## src/rtl/cmt_pkg.sv

```systemverilog
package cmt_pkg;

    typedef enum logic [1:0] {
        RS_STOPPED  = 2'd0,
        RS_COUNTING = 2'd1,
        RS_HALTED   = 2'd2
    } run_state_e;

    localparam int OFS_CTRL   = 0;
    localparam int OFS_MODE   = 1;
    localparam int OFS_IOCTL  = 2;
    localparam int OFS_INTEN  = 4;
    localparam int OFS_STATUS = 5;
    localparam int OFS_COUNT  = 6;
    localparam int OFS_GEN_A  = 8;
    localparam int OFS_GEN_B  = 10;
    localparam int OFS_START  = 12;

    localparam logic [2:0] CLR_ON_A = 3'd1;
    localparam logic [2:0] CLR_ON_B = 3'd2;

    localparam int NUM_GR       = 2;
    localparam int NUM_FLAGS    = 3;
    localparam int FLAG_BIT_OVF = 4;

    // codes 0..7 are compare codes, 8 and up are capture or unused
    function automatic logic io_is_compare(input logic [3:0] code);
        return !code[3];
    endfunction

    // compare codes that load a start level when written
    function automatic logic io_loads_level(input logic [3:0] code);
        return !code[3] && (code[1:0] != 2'b00);
    endfunction

endpackage

```

## src/rtl/cmt_prescaler.sv

```systemverilog
module cmt_prescaler
    import cmt_pkg::*;
#(
    parameter int DIV_W = 6
) (
    input  logic       clk,
    input  logic       rst_n,
    input  logic       run,
    input  logic [2:0] sel,
    output logic       tick
);

    run_state_e         state_q, state_d;
    logic [DIV_W-1:0]   div_q;
    logic [DIV_W:0]     lim_w;
    logic [DIV_W-1:0]   lim;
    logic               valid;

    assign valid = !sel[2];
    assign lim_w = ((DIV_W+1)'(1) << {sel[1:0], 1'b0}) - (DIV_W+1)'(1);
    assign lim   = lim_w[DIV_W-1:0];

    // state register
    always_ff @(posedge clk or negedge rst_n) begin
        if (!rst_n) begin
            state_q <= RS_STOPPED;
        end else begin
            state_q <= state_d;
        end
    end

    // transitions
    always_comb begin
        state_d = state_q;
        unique case (state_q)
            RS_STOPPED: begin
                if (run) state_d = valid ? RS_COUNTING : RS_HALTED;
            end
            RS_COUNTING: begin
                if (!run)        state_d = RS_STOPPED;
                else if (!valid) state_d = RS_HALTED;
            end
            RS_HALTED: begin
                if (!run)       state_d = RS_STOPPED;
                else if (valid) state_d = RS_COUNTING;
            end
            default: state_d = RS_STOPPED;
        endcase
    end

    // outputs
    always_comb begin
        tick = (state_q == RS_COUNTING) && run && valid && (div_q >= lim);
    end

    always_ff @(posedge clk or negedge rst_n) begin
        if (!rst_n) begin
            div_q <= '0;
        end else if ((state_q == RS_COUNTING) && run && valid) begin
            div_q <= tick ? '0 : div_q + 1'b1;
        end else begin
            div_q <= '0;
        end
    end

    a_r3_no_tick_when_idle: assert property (@(posedge clk) disable iff (!rst_n)
        !run |-> !tick);

    a_r4_restart_no_early_tick: assert property (@(posedge clk) disable iff (!rst_n)
        $rose(run) |-> !tick);

endmodule

```

## src/rtl/cmt_counter.sv

```systemverilog
module cmt_counter
    import cmt_pkg::*;
#(
    parameter int W = 16
) (
    input  logic         clk,
    input  logic         rst_n,
    input  logic         tick,
    input  logic         wr_en,
    input  logic [W-1:0] wr_data,
    input  logic [2:0]   clr_sel,
    input  logic [1:0]   cmp_ok,
    input  logic [W-1:0] gr_a,
    input  logic [W-1:0] gr_b,
    output logic [W-1:0] cnt,
    output logic         step,
    output logic         ovf
);

    logic clr;

    assign step = tick && !wr_en;

    always_comb begin
        clr = 1'b0;
        if (step) begin
            if (clr_sel == CLR_ON_A && cmp_ok[0] && cnt == gr_a) clr = 1'b1;
            if (clr_sel == CLR_ON_B && cmp_ok[1] && cnt == gr_b) clr = 1'b1;
        end
        ovf = step && (&cnt) && !clr;
    end

    always_ff @(posedge clk or negedge rst_n) begin
        if (!rst_n) begin
            cnt <= '0;
        end else if (wr_en) begin
            cnt <= wr_data;
        end else if (step) begin
            cnt <= clr ? '0 : cnt + 1'b1;
        end
    end

    a_r11_write_wins: assert property (@(posedge clk) disable iff (!rst_n)
        wr_en |=> cnt == $past(wr_data));

    a_r3_frozen_without_tick: assert property (@(posedge clk) disable iff (!rst_n)
        (!tick && !wr_en) |=> $stable(cnt));

    a_r5_clear_on_a: assert property (@(posedge clk) disable iff (!rst_n)
        (tick && !wr_en && clr_sel == CLR_ON_A && cmp_ok[0] && cnt == gr_a) |=> cnt == '0);

endmodule

```

## src/rtl/cmt_gr_unit.sv

```systemverilog
module cmt_gr_unit
    import cmt_pkg::*;
#(
    parameter int W = 16
) (
    input  logic         clk,
    input  logic         rst_n,
    input  logic [3:0]   code,
    input  logic         load,
    input  logic [3:0]   load_code,
    input  logic         step,
    input  logic [W-1:0] cnt,
    input  logic         cap,
    input  logic         wr_en,
    input  logic [W-1:0] wr_data,
    output logic [W-1:0] gr,
    output logic         event_o,
    output logic         pin
);

    logic prev_q;
    logic rise, fall, cap_hit, match;

    always_comb begin
        rise    = cap && !prev_q;
        fall    = !cap && prev_q;
        cap_hit = ((code == 4'd8) && rise) ||
                  ((code == 4'd9) && fall) ||
                  ((code == 4'd10) && (rise || fall));
        match   = io_is_compare(code) && step && (cnt == gr);
        event_o = match || cap_hit;
    end

    always_ff @(posedge clk or negedge rst_n) begin
        if (!rst_n) begin
            prev_q <= 1'b0;
            gr     <= '0;
        end else begin
            prev_q <= cap;
            if (wr_en)        gr <= wr_data;
            else if (cap_hit) gr <= cnt;
        end
    end

    always_ff @(posedge clk or negedge rst_n) begin
        if (!rst_n) begin
            pin <= 1'b0;
        end else if (load && io_loads_level(load_code)) begin
            pin <= load_code[2];
        end else if (match) begin
            unique case (code[1:0])
                2'd1:    pin <= 1'b0;
                2'd2:    pin <= 1'b1;
                2'd3:    pin <= !pin;
                default: pin <= pin;
            endcase
        end
    end

    a_r6_pin_hold: assert property (@(posedge clk) disable iff (!rst_n)
        (!load && !match) |=> $stable(pin));

    a_r7_capture_value: assert property (@(posedge clk) disable iff (!rst_n)
        (cap_hit && !wr_en) |=> gr == $past(cnt));

endmodule

```

## src/rtl/cmt_channel.sv

```systemverilog
module cmt_channel
    import cmt_pkg::*;
#(
    parameter int CNT_W  = 16,
    parameter int DW     = 16,
    parameter int AW     = 4,
    parameter int NUM_CH = 3,
    parameter int CH_IDX = 0,
    parameter int DIV_W  = 6
) (
    input  logic              clk,
    input  logic              rst_n,
    input  logic [AW-1:0]     bus_addr,
    input  logic [DW-1:0]     bus_wdata,
    input  logic              bus_we,
    input  logic              bus_rd,
    output logic [DW-1:0]     bus_rdata,
    input  logic [NUM_GR-1:0] cap_in,
    output logic [NUM_GR-1:0] pin_out,
    output logic              irq_out
);

    logic [7:0]        ctrl_q, mode_q, io_q, ie_q;
    logic [NUM_CH-1:0] start_q;
    logic              wr_ctrl, wr_mode, wr_io, wr_ie, wr_status, wr_count, wr_start;
    logic              rd_status;
    logic              tick, step, ovf;
    logic [CNT_W-1:0]  cnt;
    logic [CNT_W-1:0]  gr_val [NUM_GR];
    logic [NUM_GR-1:0] gr_event;
    logic [NUM_GR-1:0] cmp_ok;
    logic [NUM_FLAGS-1:0] flag_q, arm_q, set_vec;

    always_comb begin
        wr_ctrl   = bus_we && (bus_addr == AW'(OFS_CTRL));
        wr_mode   = bus_we && (bus_addr == AW'(OFS_MODE));
        wr_io     = bus_we && (bus_addr == AW'(OFS_IOCTL));
        wr_ie     = bus_we && (bus_addr == AW'(OFS_INTEN));
        wr_status = bus_we && (bus_addr == AW'(OFS_STATUS));
        wr_count  = bus_we && (bus_addr == AW'(OFS_COUNT));
        wr_start  = bus_we && (bus_addr == AW'(OFS_START));
        rd_status = bus_rd && (bus_addr == AW'(OFS_STATUS));
    end

    always_ff @(posedge clk or negedge rst_n) begin
        if (!rst_n) begin
            ctrl_q  <= '0;
            mode_q  <= '0;
            io_q    <= '0;
            ie_q    <= '0;
            start_q <= '0;
        end else begin
            if (wr_ctrl)  ctrl_q  <= bus_wdata[7:0];
            if (wr_mode)  mode_q  <= bus_wdata[7:0];
            if (wr_io)    io_q    <= bus_wdata[7:0];
            if (wr_ie)    ie_q    <= bus_wdata[7:0];
            if (wr_start) start_q <= bus_wdata[NUM_CH-1:0];
        end
    end

    cmt_prescaler #(.DIV_W(DIV_W)) u_presc (
        .clk   (clk),
        .rst_n (rst_n),
        .run   (start_q[CH_IDX]),
        .sel   (ctrl_q[2:0]),
        .tick  (tick)
    );

    cmt_counter #(.W(CNT_W)) u_count (
        .clk     (clk),
        .rst_n   (rst_n),
        .tick    (tick),
        .wr_en   (wr_count),
        .wr_data (bus_wdata[CNT_W-1:0]),
        .clr_sel (ctrl_q[7:5]),
        .cmp_ok  (cmp_ok),
        .gr_a    (gr_val[0]),
        .gr_b    (gr_val[1]),
        .cnt     (cnt),
        .step    (step),
        .ovf     (ovf)
    );

    for (genvar g = 0; g < NUM_GR; g++) begin : g_gr
        logic gr_wr;
        assign gr_wr     = bus_we && (bus_addr == AW'(OFS_GEN_A + 2 * g));
        assign cmp_ok[g] = io_is_compare(io_q[4*g +: 4]);

        cmt_gr_unit #(.W(CNT_W)) u_gr (
            .clk       (clk),
            .rst_n     (rst_n),
            .code      (io_q[4*g +: 4]),
            .load      (wr_io),
            .load_code (bus_wdata[4*g +: 4]),
            .step      (step),
            .cnt       (cnt),
            .cap       (cap_in[g]),
            .wr_en     (gr_wr),
            .wr_data   (bus_wdata[CNT_W-1:0]),
            .gr        (gr_val[g]),
            .event_o   (gr_event[g]),
            .pin       (pin_out[g])
        );
    end

    assign set_vec = {ovf, gr_event[1], gr_event[0]};

    for (genvar k = 0; k < NUM_FLAGS; k++) begin : g_flag
        localparam int POS = (k == NUM_FLAGS - 1) ? FLAG_BIT_OVF : k;

        always_ff @(posedge clk or negedge rst_n) begin
            if (!rst_n) begin
                flag_q[k] <= 1'b0;
                arm_q[k]  <= 1'b0;
            end else begin
                if (set_vec[k])
                    flag_q[k] <= 1'b1;
                else if (wr_status && arm_q[k] && !bus_wdata[POS])
                    flag_q[k] <= 1'b0;

                if (wr_status)
                    arm_q[k] <= 1'b0;
                else if (rd_status && flag_q[k])
                    arm_q[k] <= 1'b1;
            end
        end

        a_r10_set_wins: assert property (@(posedge clk) disable iff (!rst_n)
            set_vec[k] |=> flag_q[k]);

        a_r10_needs_read: assert property (@(posedge clk) disable iff (!rst_n)
            (flag_q[k] && !arm_q[k]) |=> flag_q[k]);
    end

    assign irq_out = |(flag_q[1:0] & ie_q[1:0]);

    always_comb begin
        bus_rdata = '0;
        case (bus_addr)
            AW'(OFS_CTRL):   bus_rdata[7:0] = ctrl_q;
            AW'(OFS_MODE):   bus_rdata[7:0] = mode_q;
            AW'(OFS_IOCTL):  bus_rdata[7:0] = io_q;
            AW'(OFS_INTEN):  bus_rdata[7:0] = ie_q;
            AW'(OFS_STATUS): begin
                bus_rdata[0]            = flag_q[0];
                bus_rdata[1]            = flag_q[1];
                bus_rdata[FLAG_BIT_OVF] = flag_q[2];
            end
            AW'(OFS_COUNT):  bus_rdata[CNT_W-1:0]  = cnt;
            AW'(OFS_GEN_A):  bus_rdata[CNT_W-1:0]  = gr_val[0];
            AW'(OFS_GEN_B):  bus_rdata[CNT_W-1:0]  = gr_val[1];
            AW'(OFS_START):  bus_rdata[NUM_CH-1:0] = start_q;
            default:         bus_rdata = '0;
        endcase
    end

    a_r9_irq_masked: assert property (@(posedge clk) disable iff (!rst_n)
        (ie_q[1:0] == 2'b00) |-> !irq_out);

endmodule

```

## config.mk

```make
export PLATFORM = sky130hd
export DESIGN_NAME = cmt_channel
export DESIGN_NICKNAME = d
export VERILOG_FILES = /design/src/rtl/cmt_pkg.sv /design/src/rtl/cmt_prescaler.sv /design/src/rtl/cmt_counter.sv /design/src/rtl/cmt_gr_unit.sv /design/src/rtl/cmt_channel.sv
export SDC_FILE = /design/constraint.sdc
export NUM_CORES = 1
export LEC_CHECK = 0
export BUFFER_PORTS_ARGS = -buffer_cell sky130_fd_sc_hd__buf_2
export CAP_MARGIN = 10
export CORE_ASPECT_RATIO = 1.25
export CORE_MARGIN = 8
export CORE_UTILIZATION = 30
export CTS_BUF_LIST = sky130_fd_sc_hd__clkbuf_8
export DETAILED_ROUTE_END_ITERATION = 10
export PLACE_DENSITY_LB_ADDON = 0.3
export SYNTH_ARGS = -nofsm -noshare
export SYNTH_HDL_FRONTEND = slang
export SYNTH_SLANG_ARGS = --single-unit
```

## constraint.sdc

```tcl
create_clock -name clk -period 2.7 [get_ports clk]
set_clock_uncertainty 0.2 [all_clocks]
set_input_delay 0.405 -clock clk [delete_from_list [all_inputs] [get_ports clk]]
set_output_delay 0.405 -clock clk [all_outputs]
set_load 0.02 [all_outputs]
```

Word-level counts from Yosys, hierarchy flattened --
Cells that the tools add are included.
Storage, ports and cells: word-level logic and storage cells 191, output and inout bits 19, input bits 26, bits in registers 101
Cells by class: $lt $le $gt $ge 1, shifts and indexed selects 1, eq/ne operators 29, reduce and logical (&&, ||, !) cells 93, multiplexer cells 43, add/subtract/negate cells 3, bitwise logic cells 1
Operators by type and width (count):
- $mux 16 | 7
- $logic_and 1x1->1 | 47
- $eq 4x4->1 const B | 9
- $eq 16x16->1 | 2
- $reduce_bool 2->1 | 13
- $pmux 8 s3 | 1
- $pmux 3 s7 | 1
- $mux 1 | 19
- $pmux 2 s9 | 1
- $add 16x1->16 const B | 1
- $logic_not 1->1 | 16
- $pmux 1 s8 | 2
- $reduce_and 16->1 | 1
- $eq 4x3->1 const B | 3
- $mux 2 | 6
- $mux 6 | 2
- $eq 2x2->1 const B | 5
- $logic_or 1x1->1 | 8
- $reduce_bool 4->1 | 2
- $pmux 1 s7 | 1
- $add 6x1->6 const B | 1
- $eq 2x1->1 const B | 3
- $ge 6x6->1 | 1
- $ne 3x3->1 const B | 2
- other kinds (15) | 17

Logic depth before layout (Yosys ltp) --
word-level depth 9, depth in mapped cells 12, mapped depth without buffers 10

Cells and area by module --
Synthesis repeated with hierarchy kept, for this count alone.
Unflattened totals: cell total of the unflattened synthesis 670, area total of the unflattened synthesis 6666.4 µm²
By module, submodules not included:
- cmt_channel | cells each 227, area an instance 2486.1 µm², times used 1, sequential area each 1026.0 µm²
- cmt_gr_unit | cells each 108, area an instance 1081.0 µm², times used 2, sequential area each 450.4 µm²
- cmt_counter | cells each 176, area an instance 1522.7 µm², times used 1, sequential area each 400.4 µm²
- cmt_prescaler | cells each 51, area an instance 495.5 µm², times used 1, sequential area each 200.2 µm²

Least setup slack after synthesis --
OpenSTA, ideal clock, no wires.
kind flip-flop to flip-flop, from register ctrl_q[1], to register u_count.cnt[1], data required time 2418 ps, data arrival time 2296 ps, clock period less this slack 2578 ps, setup slack 122 ps, buffers on the path 2, library setup time 82 ps, stages on the path, launching flop included 11, cell sequence dfrtp_1 or2_2 ha_1 ha_1 nand4_1 o21ai_0 and3_1 buf_2 o21ai_4 buf_12 o22ai_4
Between the ends: longest elaborated chain between the ends 9, elaborated cells between the ends (all ways) 10, classes of those cells add/sub (1); order compare (1); shift (1); mux (4); reduce/logical (3)
RTL lines:
- from (decl) | line cmt_channel.sv:23 | logic [7:0] ctrl_q, mode_q, io_q, ie_q;
- from (signal assigned) | line cmt_channel.sv:53 | if (wr_ctrl) ctrl_q <= bus_wdata[7:0];
- $shl 1x3->6 (*) | line cmt_prescaler.sv:20 | assign lim_w = ((DIV_W+1)'(1) << {sel[1:0], 1'b0}) - (DIV_W+1)'(1);
- $sub 6x2->6 (*) | line cmt_prescaler.sv:20
- $ge 6x6->1 (*) | line cmt_prescaler.sv:53 | tick = (state_q == RS_COUNTING) && run && valid && (div_q >= lim);
- $logic_and 1x1->1 (*) | line cmt_prescaler.sv:53
- $logic_and 1x1->1 (*) | line cmt_counter.sv:22 | assign step = tick && !wr_en;
- $mux 1 | line cmt_counter.sv:26 | if (step) begin
- $mux 16 | line cmt_counter.sv:39 | cnt <= clr ? '0 : cnt + 1'b1;
- $mux 16 | line cmt_counter.sv:38 | end else if (step) begin
- $mux 16 | line cmt_counter.sv:36 | end else if (wr_en) begin
- to (signal assigned) | line cmt_counter.sv:37 | cnt <= wr_data;
- to (signal assigned) | line cmt_counter.sv:39
- to (decl) | line cmt_counter.sv:15 | output logic [W-1:0] cnt,
Every way passes the cells marked *; elsewhere a longest branch is shown, timed or not. The select of a mux whose other input is x is not followed. A chain may end at the register's enable or synchronous reset.

Final worst setup path --
from register u_count.cnt[1], to register u_count.cnt[15]
Between the ends: longest elaborated chain between the ends 8, elaborated cells between the ends (all ways) 11, classes of those cells add/sub (1); eq/ne (2); mux (6); reduce/logical (2)
RTL lines (line):
- branches (longest 5 deep; another with $add 16x1->16)
- $mux 16 (*) | cmt_counter.sv:39
- $mux 16 (*) | cmt_counter.sv:38
- $mux 16 (*) | cmt_counter.sv:36
Every way passes the cells marked *. The select of a mux whose other input is x is not followed.

==> out/qor.csv <==
stage,metric,value,unit
finish,Finished Layout Cells,920,
worst_setup_path,CP max stage cell,dfrtp_1,
clock_network,clock slew at reported path FFs,110,ps
routing,Starting DRT DRC Count,446,
power_and_ir_drop,Comb pwr share,0.342,
power_and_ir_drop,Leak,3.20,nW
routing,WL met3,709,um
worst_setup_path,crit path max fanout,9,
routing,vias post-DR,4799,
power_and_ir_drop,Sw Pwr,0.00210,W
placement,IO Port Bufs,44,
finish,final net count,689,
clock_network,htree depth,3,
global_routing,largest net degree at the start of global routing,54,
clock_network,Worst-Skew Late Latency,390,ps
power_and_ir_drop,Pwr Density,773,nW/um^2
clock_network,setup repair bufs after CTS,0,
yosys,Synth Register Bits,101,
floorplan,Placement Rows,57,
sta,fin crit period,2580,ps
floorplan,initial core utilization,0.305,
yosys,"Warnings, synthesis",0,
yosys,Cells after Synth,597,
worst_setup_path,Crit path required time,2780,ps
finish,post-route cell area,6860,sq um
worst_setup_path,CP endpoint kind,flip-flop,
clock_network,CTS buffer count,9,
worst_setup_path,Worst Path Arrival,2670,ps
placement,RePlAce Congestion,0.830,
sta,RSZ-0062 raised after global routing,false,
clock_network,clock buffer depth,2,
global_routing,Total GRT Usage,0.148,
global_routing,aggregate global routing overflow,0,
routing,DR DRC count,0,
yosys,Synth cell types,59,
sta,fmax,387,MHz
power_and_ir_drop,Net Sw Frac,0.397,
clock_network,Num Clock Sinks,101,
worst_setup_path,Startpoint Class,flip-flop,
worst_setup_path,crit path kind,flip-flop to flip-flop,
sta,max-slew violation count,0,
power_and_ir_drop,Internal Pwr Total,0.00320,W
finish,layout cell share with drive strength beyond 1,0.250,
yosys,Synth Cell Area,5940,sq um
worst_setup_path,CP cell instances,"xnor2_2, nand4_1, or3_4, o32a_1, o21ai_4, buf_4, o21ai_2",
yosys,syn_nets,636,
worst_setup_path,"delay-heaviest family, CP",compound AO/OA/AOI/OAI gates,
routing,DR top layer,met4,
floorplan,# IOs,45,
finish,Final Util,0.352,
routing,Met1 Wirelength,7460,um
global_routing,vias in the first global route,5107,
power_and_ir_drop,Flop pwr share,0.476,
global_routing,first-pass GRT wire length,28600,um
routing,routed vias/inst,5.22,
power_and_ir_drop,Clock power frac,0.182,
yosys,number of synthesized flops with an enable pin,0,
yosys,"Top FF cell, synth",dfrtp_1,
sta,max_slew headroom,0.598,
outcome,status,completed,
routing,DRT antenna net count,0,
placement,Placed Instance Area,6610,sq um
yosys,synthesized area per cell,9.95,sq um
routing,drt pass-1 iters,5,
hold_path,class of the worst hold path,primary input to flip-flop,
clock_network,CTS tree,built,
sta,final setup fails,0,
routing,routed wire length,17500,um
finish,Layout fillers,1941,
floorplan,die height,173,um
power_and_ir_drop,"Power, Total",0.00530,W
sta,Final Hold Fails,0,
finish,Area Growth Syn to Fin,15.4,%
floorplan,Core Area,19500,sq um
sta,worst slew pin tran,598,ps
routing,met2 routed WL,8910,um
run,maxcap violations,0,
floorplan,chip width,142,um
worst_setup_path,"slowest stage delay, CP",610,ps
floorplan,die footprint,24600,sq um
yosys,sequential area share after synthesis,0.425,
power_and_ir_drop,Max rail drop VDD,0.000261,V
placement,hpwl dp,13300,um
routing,routed length per instance,19.1,um
yosys,asr flop ratio synth,1.00,
finish,antenna cells,0,
clock_network,Root Buffer,clkbuf_8,
placement,placed cells,901,
worst_setup_path,CP Buf/Inv Count,1,
sta,Tcrit/Tclk final,0.957,
global_routing,initial antenna violation count,0,
==> routing by layer <==
metal  global-route usage  vias up
met2                0.254      137
met3               0.0187       27
met1                0.180     2400
met5                    0        -
met4               0.0677        0
li1                     -     2235
==> cell type report <==
type | count | area (sq um) | share of cell area
Tap cell | 265 | 332 | 0.0483
Timing Repair Buffer | 91 | 608 | 0.0887
Multi-Input combinational cell | 425 | 3120 | 0.454
Sequential cell | 101 | 2530 | 0.368
Inverter | 22 | 82.6 | 0.0120
Clock inverter | 7 | 70.1 | 0.0102
Clock buffer | 9 | 124 | 0.0181
==> cell usage after synthesis (all sizes together) (3+ instances only) <==
cell	count	share of area
a21oi	9	0.0076
a221oi	3	0.0044
a222oi	14	0.024
a22o	6	0.0088
a22oi	21	0.027
and2	5	0.0053
and3	5	0.0053
buf	20	0.023
clkbuf	29	0.019
dfrtp	101	0.43
ha	13	0.027
inv	22	0.014
mux2	35	0.066
mux2i	33	0.056
nand2	66	0.042
nand2b	7	0.0074
nand3	17	0.014
nand3b	6	0.0076
nand4	5	0.0053
nor2	27	0.017
nor2b	5	0.0053
nor3	8	0.0084
nor4	8	0.0095
o211ai	3	0.0038
o21ai	54	0.053
o22ai	3	0.0055
xnor2	18	0.028
xor2	31	0.046
==> cells in the final DEF, fill, tap and decap left out, types with 9 or more instances in the layout <==
master and n:
nor2_1 26, nand3_1 17, mux2i_1 33, xnor2_1 16
dfrtp_1 101, clkbuf_8 9, buf_4 43, xor2_1 31
o21ai_0 38, a222oi_1 14, ha_1 13, buf_2 43
nand2_1 66, o21ai_2 10, mux2_2 35, a22oi_1 21
inv_1 22
==> cells by family (layout without fill, tap and decap cells) <==
kind of cell / Yosys count / after routing / synth area share
and+or+nand+nor: 168 / 168 / 0.140
AOI/OAI and AO/OA: 126 / 126 / 0.152
DFF: 101 / 101 / 0.425
buffers and inverters: 71 / 129 / 0.0556
muxes: 69 / 69 / 0.126
xor gates and xnor gates: 49 / 49 / 0.0735
adders and majority gates: 13 / 13 / 0.0274
==> through the flow <==
stage                     setup slack [ps]  setup TNS [ps]  hold WS (ps)
final                                  117               0          55.3
after detailed placement              -113           -1250          91.6
after global routing                  6.55               0          58.8
after global placement               -74.0            -702          90.2
after floorplan                        122               0         -90.6
after CTS                             60.1               0          39.3
==> worst register-to-register path, cell delays in order (launching register included) <==
cell and delay, ps:
dfrtp_1 610, xnor2_2 160, nand4_1 160, or3_4 410
o32a_1 390, o21ai_4 260, buf_4 220, o21ai_2 70
==> sequential cells by signal, indices dropped and copies added, names as in the netlist <==
signal,flops
mode_q,8
u_count.cnt,16
ie_q,8
ctrl_q,8
g_gr.u_gr.gr,32
u_presc.state_q,2
io_q,8
g_gr.u_gr.pin,2
flag_q,3
u_presc.div_q,6
start_q,3
arm_q,3
g_gr.u_gr.prev_q,2
==> worst paths after layout <==
kind / start / to / slack (ps) / cells past startpoint
setup / recovery: u_count.cnt[1] / u_count.cnt[15] / 120 / 7
hold / removal: bus_wdata[9] / g_gr[0].u_gr.gr[9] / 60 / 3
setup reg to reg: u_count.cnt[1] / u_count.cnt[15] / 120 / 7
hold reg to reg: u_presc.div_q[0] / u_presc.div_q[0] / 300 / 1
max in group asynchronous: rst_n / g_gr[0].u_gr.gr[7] / 1400 / 3
min in group asynchronous: rst_n / g_gr[0].u_gr.prev_q / 220 / 2
==> power by group through the flow <==
stage	Sequential (W)	Combinational [W]	Clock, W
after floorplan	0.00228	0.00142	0
after global placement	0.00253	0.00176	0
after detailed placement	0.00254	0.00181	0
after CTS	0.00251	0.00182	0.00100
after global routing	0.00260	0.00201	0.00106
final	0.00252	0.00182	0.000964
==> repair_timing <==
item                                    4_1_cts  5_1_grt
pin swaps                                     0        1
hold buffers                                  3        0
endpoints found under the setup margin       20       22
gates resized for setup                       3        5
hold endpoints to repair                     28        0
Note: power is estimated with default switching activity, not from simulation.
